--- src/rtl/sio_regs_pkg.sv ---
package sio_regs_pkg;

  localparam logic [7:0] OFS_MODE  = 8'h00;
  localparam logic [7:0] OFS_RATE  = 8'h04;
  localparam logic [7:0] OFS_CTRL  = 8'h08;
  localparam logic [7:0] OFS_TXD   = 8'h0C;
  localparam logic [7:0] OFS_STAT  = 8'h10;
  localparam logic [7:0] OFS_RXD   = 8'h14;
  localparam logic [7:0] OFS_FCTL  = 8'h18;
  localparam logic [7:0] OFS_RCNT  = 8'h1C;
  localparam logic [7:0] OFS_PORT  = 8'h20;
  localparam logic [7:0] OFS_LSTAT = 8'h24;

  localparam int CTL_TXIRQ = 7;
  localparam int CTL_RXIRQ = 6;
  localparam int CTL_TXEN  = 5;
  localparam int CTL_RXEN  = 4;

  localparam int FCTL_CLR = 1;

  typedef struct packed {
    logic tx_end;
    logic tx_empty;
    logic brk;
    logic rx_full;
    logic rx_ready;
  } stat_flags_t;

  // Place the flags at their status word bit positions.
  function automatic logic [7:0] status_byte(stat_flags_t f);
    return {1'b0, f.tx_end, f.tx_empty, f.brk, 2'b00, f.rx_full, f.rx_ready};
  endfunction

  // Pick out the flag bits of a status write (1 = keep, 0 = clear).
  function automatic stat_flags_t status_keep(logic [7:0] w);
    stat_flags_t k;
    k.tx_end   = w[6];
    k.tx_empty = w[5];
    k.brk      = w[4];
    k.rx_full  = w[1];
    k.rx_ready = w[0];
    return k;
  endfunction

  // Receive trigger level selected by FIFO control bits 7:6.
  function automatic logic [4:0] trig_level(logic [1:0] sel);
    logic [4:0] lvl;
    case (sel)
      2'd0:    lvl = 5'd1;
      2'd1:    lvl = 5'd4;
      2'd2:    lvl = 5'd8;
      default: lvl = 5'd14;
    endcase
    return lvl;
  endfunction

endpackage

--- src/rtl/sio_cfg_regs.sv ---
module sio_cfg_regs
  import sio_regs_pkg::*;
#(
  parameter int              DATA_W    = 8,
  parameter logic [DATA_W-1:0] MODE_MASK = 8'h7B,
  parameter logic [DATA_W-1:0] CTRL_MASK = 8'hFA,
  parameter logic [DATA_W-1:0] PORT_MASK = 8'hF3,
  parameter logic [DATA_W-1:0] CTRL_RST  = 8'h20,
  parameter logic [DATA_W-1:0] RATE_RST  = 8'hFF
) (
  input  logic              clk,
  input  logic              rst_n,
  input  logic              wr_mode,
  input  logic              wr_rate,
  input  logic              wr_ctrl,
  input  logic              wr_port,
  input  logic              wr_fctl,
  input  logic [DATA_W-1:0] wdata,
  output logic [DATA_W-1:0] mode_q,
  output logic [DATA_W-1:0] rate_q,
  output logic [DATA_W-1:0] ctrl_q,
  output logic [DATA_W-1:0] port_q,
  output logic [DATA_W-1:0] fctl_q,
  output logic              fifo_clear
);

  always_ff @(posedge clk or negedge rst_n) begin
    if (!rst_n) begin
      mode_q     <= '0;
      rate_q     <= RATE_RST;
      ctrl_q     <= CTRL_RST;
      port_q     <= '0;
      fctl_q     <= '0;
      fifo_clear <= 1'b0;
    end else begin
      if (wr_mode) mode_q <= wdata & MODE_MASK;
      if (wr_rate) rate_q <= wdata;
      if (wr_ctrl) ctrl_q <= wdata & CTRL_MASK;
      if (wr_port) port_q <= wdata & PORT_MASK;
      if (wr_fctl) fctl_q <= wdata;
      fifo_clear <= wr_fctl & wdata[FCTL_CLR];
    end
  end


  mode_mask_chk: assert property (@(posedge clk) disable iff (!rst_n)
    wr_mode |=> mode_q == ($past(wdata) & MODE_MASK));

  ctrl_mask_chk: assert property (@(posedge clk) disable iff (!rst_n)
    wr_ctrl |=> ctrl_q == ($past(wdata) & CTRL_MASK));

  port_mask_chk: assert property (@(posedge clk) disable iff (!rst_n)
    wr_port |=> port_q == ($past(wdata) & PORT_MASK));

  fifo_clear_chk: assert property (@(posedge clk) disable iff (!rst_n)
    fifo_clear |-> $past(wr_fctl));

endmodule

--- src/rtl/sio_status_flags.sv ---
module sio_status_flags
  import sio_regs_pkg::*;
(
  input  logic        clk,
  input  logic        rst_n,
  input  logic        wr_stat,
  input  stat_flags_t keep,
  input  logic        ctrl_tx_off,
  input  logic        wr_txd,
  input  logic        rd_stat,
  input  logic        tx_en,
  input  logic        rx_en,
  input  logic        rx_full_in,
  input  logic        rx_ready_in,
  input  logic        break_pulse,
  output stat_flags_t flags
);

  logic rearm;
  logic full_set;
  logic ready_set;
  stat_flags_t drop;

  assign rearm     = rd_stat & tx_en;
  assign full_set  = rx_en & rx_full_in;
  assign ready_set = rx_en & rx_ready_in;
  assign drop      = wr_stat ? ~keep : '0;

  always_ff @(posedge clk or negedge rst_n) begin
    if (!rst_n) begin
      flags          <= '0;
      flags.tx_end   <= 1'b1;
      flags.tx_empty <= 1'b1;
    end else begin
      if (ctrl_tx_off || rearm)  flags.tx_end <= 1'b1;
      else if (drop.tx_end)      flags.tx_end <= 1'b0;

      if (rearm)                            flags.tx_empty <= 1'b1;
      else if (wr_txd || drop.tx_empty)     flags.tx_empty <= 1'b0;

      if (break_pulse)      flags.brk <= 1'b1;
      else if (drop.brk)    flags.brk <= 1'b0;

      if (full_set)           flags.rx_full <= 1'b1;
      else if (drop.rx_full)  flags.rx_full <= 1'b0;

      if (ready_set)          flags.rx_ready <= 1'b1;
      else if (drop.rx_ready) flags.rx_ready <= 1'b0;
    end
  end


  tx_empty_clr_chk: assert property (@(posedge clk) disable iff (!rst_n)
    wr_txd |=> !flags.tx_empty);

  rearm_chk: assert property (@(posedge clk) disable iff (!rst_n)
    rd_stat && tx_en |=> flags.tx_end && flags.tx_empty);

  rx_full_gate_chk: assert property (@(posedge clk) disable iff (!rst_n)
    $rose(flags.rx_full) |-> $past(rx_en && rx_full_in));

  keep_brk_chk: assert property (@(posedge clk) disable iff (!rst_n)
    flags.brk && wr_stat && keep.brk |=> flags.brk);

endmodule

--- src/rtl/sio_irq_ctrl.sv ---
module sio_irq_ctrl (
  input  logic clk,
  input  logic rst_n,
  input  logic rx_en,
  input  logic rx_irq_en,
  input  logic tx_irq_en,
  input  logic rx_full_in,
  input  logic stat_rx_drop,
  input  logic ctrl_rx_off,
  output logic tx_irq,
  output logic rx_irq
);

  logic rx_raise;
  logic rx_lower;

  assign rx_raise = rx_en & rx_irq_en & rx_full_in;
  assign rx_lower = stat_rx_drop | ctrl_rx_off;
  assign tx_irq   = tx_irq_en;

  always_ff @(posedge clk or negedge rst_n) begin
    if (!rst_n)         rx_irq <= 1'b0;
    else if (rx_raise)  rx_irq <= 1'b1;
    else if (rx_lower)  rx_irq <= 1'b0;
  end


  rx_irq_lower_chk: assert property (@(posedge clk) disable iff (!rst_n)
    rx_lower && !rx_raise |=> !rx_irq);

  rx_irq_rise_chk: assert property (@(posedge clk) disable iff (!rst_n)
    $rose(rx_irq) |-> $past(rx_en && rx_irq_en && rx_full_in));

endmodule

--- src/rtl/sio_tx_launch.sv ---
module sio_tx_launch #(
  parameter int DATA_W = 8
) (
  input  logic              clk,
  input  logic              rst_n,
  input  logic              wr_txd,
  input  logic [DATA_W-1:0] wdata,
  output logic              tx_strobe,
  output logic [DATA_W-1:0] tx_byte
);

  always_ff @(posedge clk or negedge rst_n) begin
    if (!rst_n) begin
      tx_strobe <= 1'b0;
      tx_byte   <= '0;
    end else begin
      tx_strobe <= wr_txd;
      if (wr_txd) tx_byte <= wdata;
    end
  end


  tx_strobe_src_chk: assert property (@(posedge clk) disable iff (!rst_n)
    tx_strobe |-> $past(wr_txd));

  tx_byte_chk: assert property (@(posedge clk) disable iff (!rst_n)
    wr_txd |=> tx_strobe && tx_byte == $past(wdata));

endmodule

--- src/rtl/sio_ctrl_regs.sv ---
module sio_ctrl_regs
  import sio_regs_pkg::*;
#(
  parameter int ADDR_W = 6,
  parameter int DATA_W = 8,
  parameter int CNT_W  = 5
) (
  input  logic              clk,
  input  logic              rst_n,
  input  logic [ADDR_W-1:0] bus_addr,
  input  logic              bus_wr,
  input  logic              bus_rd,
  input  logic [DATA_W-1:0] bus_wdata,
  output logic [DATA_W-1:0] bus_rdata,
  input  logic [DATA_W-1:0] rx_data_in,
  input  logic [CNT_W-1:0]  rx_count_in,
  input  logic              rx_full_in,
  input  logic              rx_ready_in,
  input  logic              break_pulse,
  output logic              rx_pop,
  output logic              rx_enable,
  output logic [CNT_W-1:0]  rx_trigger,
  output logic              fifo_clear,
  output logic              tx_strobe,
  output logic [DATA_W-1:0] tx_byte,
  output logic              tx_irq,
  output logic              rx_irq,
  output logic [DATA_W-1:0] cfg_mode,
  output logic [DATA_W-1:0] cfg_rate,
  output logic [DATA_W-1:0] cfg_port
);

  localparam int PAD_W = DATA_W - CNT_W;

  logic rd_q;
  logic wr_mode, wr_rate, wr_ctrl, wr_txd, wr_stat, wr_fctl, wr_port;
  logic rd_stat, rd_rxd;
  logic [DATA_W-1:0] ctrl_q, fctl_q;
  logic ctrl_tx_off, ctrl_rx_off, stat_rx_drop;
  logic cnt_nonzero;
  stat_flags_t flags;
  stat_flags_t keep;

  function automatic logic hit(logic [ADDR_W-1:0] a, logic [7:0] ofs);
    return a == ADDR_W'(ofs);
  endfunction

  // Write decode, reads masked off by a simultaneous write.
  assign rd_q    = bus_rd & ~bus_wr;
  assign wr_mode = bus_wr & hit(bus_addr, OFS_MODE);
  assign wr_rate = bus_wr & hit(bus_addr, OFS_RATE);
  assign wr_ctrl = bus_wr & hit(bus_addr, OFS_CTRL);
  assign wr_txd  = bus_wr & hit(bus_addr, OFS_TXD);
  assign wr_stat = bus_wr & hit(bus_addr, OFS_STAT);
  assign wr_fctl = bus_wr & hit(bus_addr, OFS_FCTL);
  assign wr_port = bus_wr & hit(bus_addr, OFS_PORT);
  assign rd_stat = rd_q & hit(bus_addr, OFS_STAT);
  assign rd_rxd  = rd_q & hit(bus_addr, OFS_RXD);

  assign keep         = status_keep(bus_wdata[7:0]);
  assign ctrl_tx_off  = wr_ctrl & ~bus_wdata[CTL_TXEN];
  assign ctrl_rx_off  = wr_ctrl & ~bus_wdata[CTL_RXIRQ];
  assign stat_rx_drop = wr_stat & ~(keep.rx_full & keep.rx_ready);
  assign cnt_nonzero  = |rx_count_in;
  assign rx_pop       = rd_rxd & cnt_nonzero;
  assign rx_enable    = ctrl_q[CTL_RXEN];
  assign rx_trigger   = CNT_W'(trig_level(fctl_q[7:6]));

  sio_cfg_regs #(.DATA_W(DATA_W)) u_cfg (
    .clk        (clk),
    .rst_n      (rst_n),
    .wr_mode    (wr_mode),
    .wr_rate    (wr_rate),
    .wr_ctrl    (wr_ctrl),
    .wr_port    (wr_port),
    .wr_fctl    (wr_fctl),
    .wdata      (bus_wdata),
    .mode_q     (cfg_mode),
    .rate_q     (cfg_rate),
    .ctrl_q     (ctrl_q),
    .port_q     (cfg_port),
    .fctl_q     (fctl_q),
    .fifo_clear (fifo_clear)
  );

  sio_status_flags u_stat (
    .clk         (clk),
    .rst_n       (rst_n),
    .wr_stat     (wr_stat),
    .keep        (keep),
    .ctrl_tx_off (ctrl_tx_off),
    .wr_txd      (wr_txd),
    .rd_stat     (rd_stat),
    .tx_en       (ctrl_q[CTL_TXEN]),
    .rx_en       (ctrl_q[CTL_RXEN]),
    .rx_full_in  (rx_full_in),
    .rx_ready_in (rx_ready_in),
    .break_pulse (break_pulse),
    .flags       (flags)
  );

  sio_irq_ctrl u_irq (
    .clk          (clk),
    .rst_n        (rst_n),
    .rx_en        (ctrl_q[CTL_RXEN]),
    .rx_irq_en    (ctrl_q[CTL_RXIRQ]),
    .tx_irq_en    (ctrl_q[CTL_TXIRQ]),
    .rx_full_in   (rx_full_in),
    .stat_rx_drop (stat_rx_drop),
    .ctrl_rx_off  (ctrl_rx_off),
    .tx_irq       (tx_irq),
    .rx_irq       (rx_irq)
  );

  sio_tx_launch #(.DATA_W(DATA_W)) u_tx (
    .clk       (clk),
    .rst_n     (rst_n),
    .wr_txd    (wr_txd),
    .wdata     (bus_wdata),
    .tx_strobe (tx_strobe),
    .tx_byte   (tx_byte)
  );

  // Read mux: every offset that is not decoded returns 0.
  always_comb begin
    bus_rdata = '0;
    if (rd_q) begin
      if (hit(bus_addr, OFS_MODE))      bus_rdata = cfg_mode;
      else if (hit(bus_addr, OFS_RATE)) bus_rdata = cfg_rate;
      else if (hit(bus_addr, OFS_CTRL)) bus_rdata = ctrl_q;
      else if (hit(bus_addr, OFS_STAT)) bus_rdata = DATA_W'(status_byte(flags));
      else if (hit(bus_addr, OFS_RXD))  bus_rdata = cnt_nonzero ? rx_data_in : '0;
      else if (hit(bus_addr, OFS_FCTL)) bus_rdata = fctl_q;
      else if (hit(bus_addr, OFS_RCNT)) bus_rdata = {{PAD_W{1'b0}}, rx_count_in};
      else if (hit(bus_addr, OFS_PORT)) bus_rdata = cfg_port;
    end
  end


  no_empty_pop_chk: assert property (@(posedge clk) disable iff (!rst_n)
    rx_pop |-> rx_count_in != '0);

  lstat_zero_chk: assert property (@(posedge clk) disable iff (!rst_n)
    rd_q && hit(bus_addr, OFS_LSTAT) |-> bus_rdata == '0);

endmodule

--- config.mk ---
export PLATFORM = sky130hd
export DESIGN_NAME = sio_ctrl_regs
export DESIGN_NICKNAME = d
export VERILOG_FILES = /design/src/rtl/sio_regs_pkg.sv /design/src/rtl/sio_cfg_regs.sv /design/src/rtl/sio_status_flags.sv /design/src/rtl/sio_irq_ctrl.sv /design/src/rtl/sio_tx_launch.sv /design/src/rtl/sio_ctrl_regs.sv
export SDC_FILE = /design/constraint.sdc
export NUM_CORES = 1
export LEC_CHECK = 0
export ABC_AREA = 1
export BUFFER_PORTS_ARGS = -buffer_cell sky130_fd_sc_hd__buf_2
export CAP_MARGIN = 20
export CORE_AREA = 2 2 74 76
export DETAILED_ROUTE_END_ITERATION = 10
export DIE_AREA = 0 0 76 78
export PLACE_DENSITY = 0.82
export SLEW_MARGIN = 30
export SYNTH_ARGS = -nofsm -noshare
export SYNTH_HDL_FRONTEND = slang
export SYNTH_SLANG_ARGS = --single-unit
--- constraint.sdc ---
create_clock -name clk -period 2.9 [get_ports clk]
set_clock_uncertainty 0.05 [all_clocks]
set_input_delay 0.435 -clock clk [delete_from_list [all_inputs] [get_ports clk]]
set_output_delay 0.435 -clock clk [all_outputs]
set_load 0.05 [all_outputs]
==> impl_metrics.py, run 1 <==
metrics = {
    "logic_synthesis": {
        "yosys-top-cells-count": "nand2_1, dfrtp_1, inv_1",
        "avgSynthCellArea_sq_um": 8.12,
        "yosysMostFrequentCell": "nand2_1",
        "synth_flop_cell": "dfrtp_1",
        "ys_seq_area_frac": 0.469,
        "synth-seq-cells": 50,
        "synth-warning-count": 0,
        "ys_types": 31,
        "synth_area_leaders": "dfrtp_1, nand2_1, dfstp_2",
        "async_flop_share": 1.00,
        "syn-cell-area_sq_um": 2700,
        "synth_top_area_frac": 0.362,
        "synth_edf_count": 0,
        "synth_top_cell_by_area": "dfrtp_1",
        "synth_cells": 332,
    },
    "power": {
        "ir_drop_mv": 0.486,
        "switching_share": 0.383,
        "p_switching_uw": 718,
        "p_leak_uw": 0.00173,
        "power.density_nw_per_um2": 586,
        "seqPwrFrac": 0.462,
        "p_clk_frac": 0.242,
        "combPwrFrac": 0.296,
        "p_int_uw": 1160,
    },
    "sta": {
        "rsz0062_at_grt": "false",
        "fin_setup_tns_ns": 0,
        "fin_ws_ns": 0.493,
        "tightest_slew_ns": 0.626,
        "finalSetupViolations": 0,
        "finalHoldViolations": 0,
        "period_needed_ns": 2.41,
        "slew_headroom": 0.582,
        "period_share": 0.830,
        "drv_slew": 0,
        "fmax_mhz": 415,
    },
    "global_routing": {
        "overflow": 0,
        "antenna_found_initial": 0,
        "grt_first_pass_wirelength_microns": 11400,
        "grt_pass1_vias": 2354,
        "grt_max_degree": 51,
        "gr-usage-all-layers": 0.245,
    },
    "worst_setup_path": {
        "critPathLaunchType": "primary input",
        "cp.required_ns": 2.41,
        "end_kind": "output pin",
        "critical_path_buf_inv_count": 2,
        "crit_type": "primary input to output pin",
        "cp_slowest_cell": "nor2_4",
        "crit_chain": "buf_2 > nor2_4 > nand2_1 > nor2_1 > nand3_1 > nand2_1 > nor2_1 > nand2_1 > nand2_1 > a21oi_1 > buf_2",
        "crit_family": "simple AND/OR/NAND/NOR gates",
        "cpMostUsedCell": "nand2_1",
        "worst_path_largest_cell_delay_ns": 0.29,
        "path_max_fanout": 14,
        "worstPathArrival_ns": 1.92,
    },
    "routing": {
        "via_per_inst": 5.07,
        "first_pass_iters": 5,
        "routedWlPerCell_microns": 14.6,
        "drcViolationCount": 0,
        "drt-total-wl_microns": 7020,
        "vias": 2435,
        "ant_nets": 0,
        "drtIter0Drc": 184,
    },
    "clock_tree": {
        "clk_latency_ns": 0.30,
        "cts_buffer_depth": 2,
        "cts_setup_buffers": 0,
        "cts_tree": "yes",
        "htreeDepth": 2,
        "cts_sinks": 50,
        "root_buffer": "clkbuf_8",
        "cts.clk_slew.worst_paths_ns": 0.09,
        "cts_resized": 0,
        "numCtsBuffers": 5,
        "cts_hold_buf": 0,
    },
    "worst_hold_path": {
        "holdCritPathClass": "primary input to asynchronous set/reset pin",
    },
    "die": {
        "core_area_sq_um": 5040,
        "floorplan.die.width_microns": 76,
        "io_pins": 85,
        "die_y_microns": 78,
        "fp-row-count": 26,
        "die_area_sq_um": 5930,
        "initial_core_util": 0.535,
    },
    "placed_design": {
        "numPortBuffers": 79,
        "place_hpwl_microns": 5250,
        "dp_worst_setup_slack_ns": 0.522,
        "gp_congestion": 0.943,
    },
    "finish": {
        "nNetsFinal": 443,
        "area_delta_synth_final_pct": 18.7,
        "seq_area_sq_um": 1260,
        "drive_gt1_frac": 0.351,
        "fillCellCount": 456,
        "multi_input_area_sq_um": 1200,
        "antenna_cells": 0,
    },
    "job": {
        "max_cap_viol_count": 0,
    },
    "status": {
        "status": "finished, final reports clean",
    },
}
==> logic make-up (layout without fill, tap and decap cells) <==
kind of cell,count (synthesis),in the layout,share of synthesized area
AO/OA/AOI/OAI,68,68,0.166
other,1,5,0.00139
AND/OR/NAND/NOR,161,161,0.272
flip-flops,50,50,0.469
buffers and inverters,52,126,0.0919
==> flip-flops by register name, summed over array words and instances, names as in the netlist <==
register          flops
u_irq.rx_irq          1
u_cfg.ctrl_q          6
u_tx.tx_byte          8
u_cfg.fctl_q          8
u_cfg.rate_q          8
u_cfg.port_q          6
u_cfg.mode_q          6
u_tx.tx_strobe        1
u_stat.flags          5
u_cfg.fifo_clear      1
==> layer usage <==
layer / wire, microns / track usage / up-vias
li1: - / - / 1215
met5: 0 / 0 / -
met1: 3040 / 0.325 / 1105
met4: 187 / 0.102 / 0
met2: 3300 / 0.400 / 98
met3: 495 / 0.0453 / 17
==> per-stage QoR <==
stage | area (sq um) | utilization | power [uW] | std cells | hold slack [ns]
after global routing | 3200 | 0.635 | 1970 | 480 | 0.125
final | 3200 | 0.635 | 1880 | 480 | 0.0815
after global placement | 3090 | 0.614 | 1420 | 472 | 0.412
after CTS | 3200 | 0.635 | 1880 | 480 | 0.111
after floorplan | 2710 | - | 1290 | 336 | 0.0894
after detailed placement | 3100 | 0.614 | 1440 | 472 | 0.418
==> final cells by class <==
type | instances | area share
flip-flops and latches | 50 | 0.395
clock inverters | 1 | 0.00274
repair buffers | 79 | 0.124
inverters | 39 | 0.0461
multi-input cells | 234 | 0.374
clock buffers | 7 | 0.0301
well taps | 70 | 0.0274
==> cell usage in the layout, fill, tap and decap left out, types with 2 or more instances in the layout <==
master,count
nor2_4,5
nor2_2,2
a31oi_1,2
buf_2,78
o21ai_1,13
dfstp_2,11
o21bai_1,2
o21ai_2,24
nand3_2,3
a21oi_1,12
nand2_4,2
nand2_1,99
clkbuf_8,7
inv_2,7
o21ai_0,12
nand4_1,5
inv_1,31
conb_1,5
nor2_1,25
dfrtp_1,39
nand3_1,16
==> worst paths after layout <==
path                                 start         endpoint  slack, ns  cells past startpoint
max                            bus_addr[1]     bus_rdata[0]       0.49                     11
min                                  rst_n  u_tx.tx_byte[0]       0.08                      1
max reg2reg                u_cfg.ctrl_q[5]  u_stat.flags[3]       1.83                      3
min reg2reg                u_tx.tx_byte[7]  u_tx.tx_byte[7]       0.44                      2
max in group asynchronous            rst_n  u_cfg.mode_q[0]       2.29                      1
min in group clk               break_pulse  u_stat.flags[2]       0.27                      2
==> power groups by stage <==
stage,Clock [uW],Combinational [uW],Sequential (uW)
2_1_floorplan,0,200,1090
3_3_place_gp,0,548,877
3_5_place_dp,0,558,878
4_1_cts,459,559,865
5_1_grt,497,593,878
6_report,454,555,866
Power figures use the tool's default switching activity.
==> run 2, diff against run 1 <==
CORE_AREA = 2 2 80 82   (was 2 2 74 76)
DIE_AREA = 0 0 82 84   (was 0 0 76 78)
PLACE_DENSITY = 0.74   (was 0.82)
clock period = 2.1 ns   (was 2.9 ns; I/O delays follow)
==> impl_metrics.py, run 2 (synthesis results as in run 1) <==
metrics = {
    "finish": {
        "reg.largest.list": "u_cfg.fctl_q: 8 flops, u_cfg.rate_q: 8 flops, u_tx.tx_byte: 8 flops",
        "drive_gt1_frac": 0.390,
        "final_common_cell": "nand2_1",
        "area_delta_synth_final_pct": 23.4,
        "fillCellCount": 602,
        "final_cell_mix": "nand2_1, buf_2, dfrtp_1, inv_1, o21ai_2",
        "multi_input_area_sq_um": 1240,
        "nNetsFinal": 451,
        "antenna_cells": 0,
        "seq_area_sq_um": 1260,
    },
    "clock_tree": {
        "numCtsBuffers": 5,
        "htreeDepth": 2,
        "cts_hold_buf": 0,
        "cts_sinks": 50,
        "cts_buffer_depth": 2,
        "cts.clk_slew.worst_paths_ns": 0.09,
        "root_buffer": "clkbuf_8",
        "cts_resized": 0,
        "cts_tree": "yes",
        "cts_setup_buffers": 0,
        "clk_latency_ns": 0.30,
    },
    "die": {
        "fp-row-count": 29,
        "die_y_microns": 84,
        "initial_core_util": 0.442,
        "die_area_sq_um": 6890,
        "floorplan.die.width_microns": 82,
        "io_pins": 85,
        "core_area_sq_um": 6100,
    },
    "worst_setup_path": {
        "r2r-start": "u_cfg.ctrl_q[5]",
        "worst_path_largest_cell_delay_ns": 0.24,
        "path_max_fanout": 7,
        "crit_type": "primary input to output pin",
        "cp_slowest_cell": "clkbuf_4",
        "crit_chain": "buf_2 > nor2_4 > buf_4 > nand2_1 > nor2_4 > inv_1 > nand4_1 > nand2_1 > a21oi_2 > clkbuf_4",
        "cp.required_ns": 1.74,
        "critical_path_buf_inv_count": 4,
        "critPathLaunchType": "primary input",
        "rr_worst_depth": 3,
        "rr_endpoint": "u_stat.flags[3]",
        "ff2ff_setup_slack_ns": 1.00,
        "worstPathArrival_ns": 1.62,
        "end_kind": "output pin",
        "cp.depth": 10,
        "crit_family": "buffers and inverters",
    },
    "power": {
        "power.density_nw_per_um2": 785,
        "p_leak_uw": 0.00177,
        "ir_drop_mv": 0.481,
    },
    "global_routing": {
        "grt_first_pass_wirelength_microns": 11500,
        "grt_pass1_vias": 2343,
        "grt_max_degree": 51,
        "overflow": 0,
        "gr-usage-all-layers": 0.221,
        "antenna_found_initial": 0,
    },
    "worst_hold_path": {
        "holdCritPathClass": "primary input to asynchronous set/reset pin",
    },
    "sta": {
        "holdWs_ns": 0.0377,
        "tightest_slew_ns": 0.620,
        "rsz0062_at_grt": "false",
        "period_needed_ns": 1.98,
        "slew_headroom": 0.587,
        "drv_slew": 0,
        "fmax_mhz": 505,
        "fin_setup_tns_ns": 0,
        "period_share": 0.943,
        "finalSetupViolations": 0,
        "finalHoldViolations": 0,
        "fin_ws_ns": 0.119,
    },
    "placed_design": {
        "place_hpwl_microns": 5460,
        "dp_worst_setup_slack_ns": 0.0854,
        "gp_congestion": 0.919,
        "numPortBuffers": 79,
    },
    "routing": {
        "drtIter0Drc": 187,
        "first_pass_iters": 4,
        "routedWlPerCell_microns": 14.4,
        "vias": 2507,
        "via_per_inst": 5.06,
        "ant_nets": 0,
        "drt-total-wl_microns": 7150,
        "drcViolationCount": 0,
    },
    "status": {
        "status": "finished, final reports clean",
    },
    "job": {
        "max_cap_viol_count": 0,
    },
}
run 2: power by group:
group	switching [uW]	leakage, uW	internal [uW]
Combinational	588	0.00109	191
Clock	325	0.0000544	302
Sequential	93.4	0.000622	1110
Total	1010	0.00177	1610
run 2: worst max path at each step:
stage / startpoint / endpoint / slack (ns)
after floorplan: bus_addr[1] / bus_rdata[0] / 0.18
after global placement: bus_addr[1] / bus_rdata[0] / 0.1
after detailed placement: bus_addr[1] / bus_rdata[0] / 0.09
after CTS: bus_addr[1] / bus_rdata[0] / 0.08
after global routing: bus_addr[5] / bus_rdata[5] / 0.003
final: bus_addr[1] / bus_rdata[5] / 0.12
run 2: cell type report:
cell class,count,share of cell area
Clock inverter,1,0.00263
Multi-Input combinational cell,234,0.372
Inverter,39,0.0444
Clock buffer,7,0.0289
Timing Repair Buffer,87,0.143
Tap cell,77,0.0289
Sequential cell,50,0.380
run 2: layer usage:
metal | global-route usage | share of wire
met5 | 0 | 0
met1 | 0.327 | 0.44
met3 | 0.0281 | 0.071
met4 | 0.0712 | 0.0099
met2 | 0.333 | 0.48
run 2: worst register-to-register path, delay by kind of cell (launching register included):
family	cells	cell delay [ns]
flip-flops	1	0.53
buffers and inverters	1	0.06
AND/OR/NAND/NOR	1	0.25
AO/OA/AOI/OAI	1	0.15
run 2: per-stage QoR:
stage / std cells / area (sq um) / util / power (uW)
floorplan: 336 / 2730 / - / 1780
global route: 495 / 3330 / 0.546 / 2740
global placement: 487 / 3180 / 0.522 / 1990
finish: 495 / 3330 / 0.546 / 2610
CTS: 495 / 3290 / 0.540 / 2630
detailed placement: 487 / 3180 / 0.522 / 2000
